[src/rtl/dlw_pkg.sv]
package dlw_pkg;
   typedef enum logic [1:0] {
      OP_BDES  = 2'd0,
      OP_DESL  = 2'd1,
      OP_READ  = 2'd2,
      OP_WRITE = 2'd3
   } dlw_op_e;
endpackage

[src/rtl/dlw_cmd.sv]
module dlw_cmd
   import dlw_pkg::*;
#(
   parameter int ADDR_W = 6
) (
   input  logic              clk,
   input  logic              rst_n,
   input  logic              cs_n,
   input  logic              bank_ok,
   input  logic              adv,
   input  logic              we_n,
   input  logic [ADDR_W-1:0] addr_in,
   output dlw_op_e           cur_op,
   output logic [ADDR_W-1:0] cur_addr
);
   dlw_op_e           op_q;
   logic [ADDR_W-1:0] addr_q;
   logic [ADDR_W-1:0] addr_inc;

   // Burst step: low two bits wrap modulo four, upper bits are held
   generate
      if (ADDR_W == 2) begin : g_inc_narrow
         assign addr_inc = addr_q + 2'd1;
      end else begin : g_inc_wide
         assign addr_inc = {addr_q[ADDR_W-1:2], addr_q[1:0] + 2'd1};
      end
   endgenerate

   always_comb begin
      cur_op   = op_q;
      cur_addr = addr_inc;
      if (!adv) begin
         cur_addr = addr_in;
         if (!bank_ok)   cur_op = OP_BDES;
         else if (cs_n)  cur_op = OP_DESL;
         else if (we_n)  cur_op = OP_READ;
         else            cur_op = OP_WRITE;
      end
   end

   always_ff @(posedge clk) begin
      if (!rst_n) begin
         op_q   <= OP_BDES;
         addr_q <= '0;
      end else begin
         op_q   <= cur_op;
         addr_q <= cur_addr;
      end
   end
endmodule

[src/rtl/dlw_wpipe.sv]
module dlw_wpipe #(
   parameter int ADDR_W = 6,
   parameter int LANES  = 4
) (
   input  logic              clk,
   input  logic              rst_n,
   input  logic              issue,
   input  logic [ADDR_W-1:0] addr_in,
   input  logic [LANES-1:0]  be_n_in,
   output logic              wr_en,
   output logic [ADDR_W-1:0] wr_addr,
   output logic [LANES-1:0]  wr_lane
);
   localparam int STAGES = 2;

   logic              vld_q  [STAGES];
   logic [ADDR_W-1:0] addr_q [STAGES];
   logic [LANES-1:0]  lane_q [STAGES];

   always_ff @(posedge clk) begin
      if (!rst_n) begin
         for (int s = 0; s < STAGES; s++) begin
            vld_q[s]  <= 1'b0;
            addr_q[s] <= '0;
            lane_q[s] <= '0;
         end
      end else begin
         // An all-high lane mask makes an abort: nothing reaches the array
         vld_q[0]  <= issue && (|(~be_n_in));
         addr_q[0] <= addr_in;
         lane_q[0] <= ~be_n_in;
         for (int s = 1; s < STAGES; s++) begin
            vld_q[s]  <= vld_q[s-1];
            addr_q[s] <= addr_q[s-1];
            lane_q[s] <= lane_q[s-1];
         end
      end
   end

   assign wr_en   = vld_q[STAGES-1];
   assign wr_addr = addr_q[STAGES-1];
   assign wr_lane = lane_q[STAGES-1];
endmodule

[src/rtl/dlw_array.sv]
module dlw_array #(
   parameter int ADDR_W = 6,
   parameter int LANES  = 4,
   parameter int LANE_W = 9
) (
   input  logic                      clk,
   input  logic                      we,
   input  logic [ADDR_W-1:0]         waddr,
   input  logic [LANES-1:0]          wlane,
   input  logic [LANES*LANE_W-1:0]   wdata,
   input  logic [ADDR_W-1:0]         raddr,
   output logic [LANES*LANE_W-1:0]   rdata
);
   localparam int DEPTH = 1 << ADDR_W;

   generate
      for (genvar i = 0; i < LANES; i++) begin : g_lane
         logic [LANE_W-1:0] mem [DEPTH];
         always_ff @(posedge clk) begin
            if (we && wlane[i]) mem[waddr] <= wdata[i*LANE_W +: LANE_W];
         end
         assign rdata[i*LANE_W +: LANE_W] = mem[raddr];
      end
   endgenerate
endmodule

[src/rtl/dlw_sram.sv]
module dlw_sram
   import dlw_pkg::*;
#(
   parameter int ADDR_W = 6,
   parameter int LANES  = 4,
   parameter int LANE_W = 9,
   parameter int BANKS  = 2,
   parameter bit BYPASS = 1'b1
) (
   input  logic                     clk,
   input  logic                     rst_n,
   input  logic                     cs_n,
   input  logic [BANKS-1:0]         bank_sel,
   input  logic [BANKS-1:0]         bank_pol,
   input  logic                     adv,
   input  logic                     we_n,
   input  logic [LANES-1:0]         be_n,
   input  logic [ADDR_W-1:0]        addr,
   input  logic [LANES*LANE_W-1:0]  din,
   output logic [LANES*LANE_W-1:0]  dout,
   output logic                     dout_oe,
   output logic                     echo_en
);
   localparam int DATA_W = LANES * LANE_W;

   generate
      if (ADDR_W < 2) begin : g_bad_addr
         $error("dlw_sram: ADDR_W must be at least 2 for four-beat bursts");
      end
      if (LANES < 1 || LANE_W < 1) begin : g_bad_lane
         $error("dlw_sram: LANES and LANE_W must be positive");
      end
      if (BANKS < 1) begin : g_bad_bank
         $error("dlw_sram: BANKS must be positive");
      end
   endgenerate

   logic              bank_ok;
   dlw_op_e           cur_op;
   logic [ADDR_W-1:0] cur_addr;
   logic              wr_en;
   logic [ADDR_W-1:0] wr_addr;
   logic [LANES-1:0]  wr_lane;
   logic [DATA_W-1:0] rd_arr;
   logic [DATA_W-1:0] rd_merged;
   logic [DATA_W-1:0] dout_q;
   logic              oe_q;
   logic              echo_q;

   assign bank_ok = (bank_sel == bank_pol);

   dlw_cmd #(.ADDR_W(ADDR_W)) u_cmd (
      .clk      (clk),
      .rst_n    (rst_n),
      .cs_n     (cs_n),
      .bank_ok  (bank_ok),
      .adv      (adv),
      .we_n     (we_n),
      .addr_in  (addr),
      .cur_op   (cur_op),
      .cur_addr (cur_addr)
   );

   dlw_wpipe #(.ADDR_W(ADDR_W), .LANES(LANES)) u_wpipe (
      .clk     (clk),
      .rst_n   (rst_n),
      .issue   (cur_op == OP_WRITE),
      .addr_in (cur_addr),
      .be_n_in (be_n),
      .wr_en   (wr_en),
      .wr_addr (wr_addr),
      .wr_lane (wr_lane)
   );

   dlw_array #(.ADDR_W(ADDR_W), .LANES(LANES), .LANE_W(LANE_W)) u_array (
      .clk   (clk),
      .we    (wr_en),
      .waddr (wr_addr),
      .wlane (wr_lane),
      .wdata (din),
      .raddr (cur_addr),
      .rdata (rd_arr)
   );

   // Same-edge forwarding of late write data into a coinciding read
   generate
      if (BYPASS) begin : g_bypass
         for (genvar i = 0; i < LANES; i++) begin : g_lane
            assign rd_merged[i*LANE_W +: LANE_W] =
               (wr_en && wr_lane[i] && (wr_addr == cur_addr)) ?
                  din[i*LANE_W +: LANE_W] : rd_arr[i*LANE_W +: LANE_W];
         end
      end else begin : g_direct
         assign rd_merged = rd_arr;
      end
   endgenerate

   always_ff @(posedge clk) begin
      if (!rst_n) begin
         dout_q <= '0;
         oe_q   <= 1'b0;
         echo_q <= 1'b0;
      end else begin
         oe_q   <= (cur_op == OP_READ);
         echo_q <= (cur_op != OP_BDES);
         if (cur_op == OP_READ) dout_q <= rd_merged;
      end
   end

   assign dout    = dout_q;
   assign dout_oe = oe_q;
   assign echo_en = echo_q;
endmodule

[config.mk]
export PLATFORM = sky130hd
export DESIGN_NAME = dlw_sram
export DESIGN_NICKNAME = d
export VERILOG_FILES = /design/src/rtl/dlw_pkg.sv /design/src/rtl/dlw_cmd.sv /design/src/rtl/dlw_wpipe.sv /design/src/rtl/dlw_array.sv /design/src/rtl/dlw_sram.sv
export SDC_FILE = /design/constraint.sdc
export NUM_CORES = 2
export LEC_CHECK = 0
export BUFFER_PORTS_ARGS = -buffer_cell sky130_fd_sc_hd__buf_2
export CAP_MARGIN = 20
export CELL_PAD_IN_SITES_DETAIL_PLACEMENT = 1
export CELL_PAD_IN_SITES_GLOBAL_PLACEMENT = 1
export CORE_MARGIN = 1
export CORE_UTILIZATION = 30
export CTS_CLUSTER_SIZE = 16
export DETAILED_ROUTE_END_ITERATION = 12
export PLACE_DENSITY_LB_ADDON = 0.1
export SETUP_SLACK_MARGIN = 0.15
export SLEW_MARGIN = 25
export SYNTH_ARGS = -nofsm -noshare
export SYNTH_HDL_FRONTEND = slang
export SYNTH_HIERARCHICAL = 1
export SYNTH_SLANG_ARGS = --single-unit
[constraint.sdc]
create_clock -name clk -period 4.8 [get_ports clk]
set_clock_uncertainty 0.2 [all_clocks]
set_input_delay 1.2 -clock clk [delete_from_list [all_inputs] [get_ports clk]]
set_output_delay 1.2 -clock clk [all_outputs]
set_load 0.01 [all_outputs]
==> flow_summary.ini <==
[worst_setup_path]
crit_fanout = 19
reg2reg_slack_ns = 1.00
slowest_stage = a221oi_1
rr_worst_depth = 12
r2r_end = dout[34]
critPathKind = in2reg
slowest_delay_ns = 0.58
cp.required_ns = 5.35
cp-startpoint = adv
arrival_ns = 4.66
crit_path_start_kind = input pin
reg2reg_from = u_cmd/addr_q[0]
worstPathCellList = buf_2 > mux2i_4 > buf_12 > buf_12 > buf_4 > buf_4 > mux4_2 > a221oi_1 > o21ai_0 > nand2_1 > nor2_1 > o31ai_1 > a31oi_1
endpoint_kind = flop
cp-endpoint = dout[34]

[power]
power.density_nw_per_um2 = 429.7
leakage_uw = 0.03475
irDropWorstVdd_mv = 0.2694
p_total_uw = 47000

[placed_design]
gp_congestion = 0.7948
io_buffers = 92
dp.cells = 8755
dp_hpwl_mm = 219.0
dp_slack_ns = -0.1602

[floorplan]
core.rowCount = 202
die_area_um2 = 307400
start_util_pct = 30.18
die_w_um = 554.4
ioPinCount = 93
core_area_um2 = 303300
die-height_um = 554.4

[logic_synthesis]
yosys.area.top_type = edfxtp_1
synth_area_um2 = 91550
synth.yosys.seq_area_share_pct = 77.06
synth_cells = 4400
synth_area_leaders = edfxtp_1 (76%), mux4_2 (14%), dfxtp_1 (1.5%)
ys_ff_latch = 2372
synth_cell_types = 58
yosys_most_used_dff = edfxtp_1
synthArstFlopShare_pct = 0
synth_top_area_share_pct = 75.58
ys_warn_count = 6
synth.net_count = 4455
synth-edff-count = 2304
syn_area_per_cell_um2 = 20.81

[worst_hold_path]
hold_path_class = reg2reg

[cells_and_area]
nFillCells = 29510
area_growth_pct = 19.49
fin_nets = 5108
layout-drive-gt1-share_pct = 31.58
final_core_util_pct = 36.07
instances_no_fill = 9255
regArea_um2 = 70550
multiInputGateArea_um2 = 19720

[timing]
hold_viol = 0
report.final.slew_viol_count = 0
slew_headroom_pct = 14.61
rsz0062_at_grt = false
whs_ns = 0.2283
fmax_mhz = 243.6
setup_slack_ns = 0.6950
setup_violations = 0
max_slew.worst_pin.slew_ns = 1.278
finalCritPeriodShare_pct = 85.52
final.min_clock_period_ns = 4.105

[routing]
routed-via-count = 48270
met2_length_mm = 150.9
highest_layer = met5
drt-total-wl_mm = 329.5
wl_met1_mm = 151.4
drt_iter0_markers = 5369
wire_per_inst_um = 35.60
drc = 0
dr_wl_met3_mm = 16.99
ant_nets = 0
drt_first_pass_iters = 7
routed_via_density = 5.216

[global_routing]
grt_util_all_layers_pct = 21.28
grt_pass1_vias = 50000
grt_pass1_wl_mm = 447.1
grt-ovfl-total = 0
grt_max_degree = 65
antenna_found_initial = 42

[clock_tree]
cts_hold_buf = 0
htreeDepth = 5
tritoncts = yes
ctsLongestPathBuffers = 4
cts_root_buffer = clkbuf_16
ctsResizeCount = 0
clk_pin_slew_ns = 0.06
cts.sinks = 2372
cts_made_buffers = 274
clock_latency_ns = 0.91
post-cts-setup-buffers = 0

[run]
drv_cap = 0

[status]
status = finished clean
==> logic make-up after synthesis <==
| logic type | share of synthesized area (%) |
|---|---|
| compound gates | 3.046 |
| xor+xnor | 0.06697 |
| buf+inv | 1.588 |
| flops | 77.06 |
| mux | 15.17 |
| simple gates | 3.070 |
==> worst max-delay path, delay by kind of cell <==
kind                   cells  cell delay, ns
multiplexers               2            1.06
AO/OA/AOI/OAI              4            0.93
buffers and inverters      5            1.09
AND/OR/NAND/NOR            2            0.31
==> routing by layer <==
metal,vias up,global-route usage [%]
li1,19660,-
met1,26800,30.94
met2,1360,33.05
met3,431,3.173
met4,18,5.994
met5,-,0
==> flip-flops by register name, summed over array words and instances (netlist names) <==
name / flops
u_wpipe/addr_q: 12
dout_oe: 1
dout: 36
u_wpipe/lane_q: 8
echo_en: 1
u_cmd/addr_q: 6
u_cmd/op_q: 2
u_wpipe/vld_q: 2
u_array/g_lane.mem: 2304
==> stage by stage <==
step / cell area (µm²) / TNS [ns]
floorplan: 91550 / 0
global placement: 100700 / -0.6073
detailed placement: 100800 / -0.6126
CTS: 109400 / 0
global route: 109400 / 0
finish: 109400 / 0
==> cells in the mapped netlist (14+ instances only) <==
master and number:
a21oi_1 39, a221oi_1 21, a31oi_1 33, and2_1 30, buf_1 19, buf_2 73
buf_4 42, clkbuf_1 145, dfxtp_1 68, edfxtp_1 2304, inv_1 27, mux2_2 25
mux2i_1 84, mux4_2 564, nand2_1 126, nand2b_1 14, nor2_1 299, nor2b_1 19
nor3_1 22, nor4_1 25, o21ai_0 61, o221ai_1 18, o22a_1 14, o22ai_1 155
o31ai_1 36, or4_1 27
==> worst min-delay path by stage <==
stage                                     from              endpoint  slack [ns]  cells after the start
final                     u_wpipe/addr_q[0][1]  u_wpipe/addr_q[0][7]        0.23                      1
after global routing      u_wpipe/addr_q[0][1]  u_wpipe/addr_q[0][7]        0.25                      1
after CTS                              be_n[0]  u_wpipe/lane_q[0][0]        0.23                      2
after detailed placement  u_wpipe/addr_q[0][1]  u_wpipe/addr_q[0][7]        0.22                      1
after global placement    u_wpipe/addr_q[0][1]  u_wpipe/addr_q[0][7]        0.21                      1
after floorplan           u_wpipe/addr_q[0][1]  u_wpipe/addr_q[0][7]        0.21                      1
==> cell usage in the layout, fill, tap and decap left out, drive strengths merged, types with 16 or more instances in the layout <==
cell	n
a21oi	39
a221oi	21
a31oi	33
and2	31
buf	661
bufinv	16
clkbuf	354
clkinv	103
dfxtp	68
edfxtp	2304
inv	40
mux2	29
mux2i	84
mux4	564
nand2	126
nor2	300
nor2b	20
nor3	22
nor4	25
o21ai	62
o221ai	18
o22ai	155
o31ai	36
or4	28
==> area by class of cell <==
type                       count  share of cell area [%]
sequential                  2372                   64.49
multi-input combinational   1717                   18.03
clock buffer                 354                   6.677
timing repair buffer         661                   4.978
tap                         3978                   4.550
clock inverter               135                   1.156
inverter                      27                 0.09265
antenna                       11                 0.02516
==> power by group <==
| group | total [µW] | switching, µW | leakage, µW | internal, µW |
|---|---|---|---|---|
| registers | 22800 | 57.6 | 0.0213 | 22700 |
| clock network | 20300 | 8670 | 0.00416 | 11700 |
| logic | 3880 | 2350 | 0.00933 | 1520 |
Power figures use the tool's default switching activity.
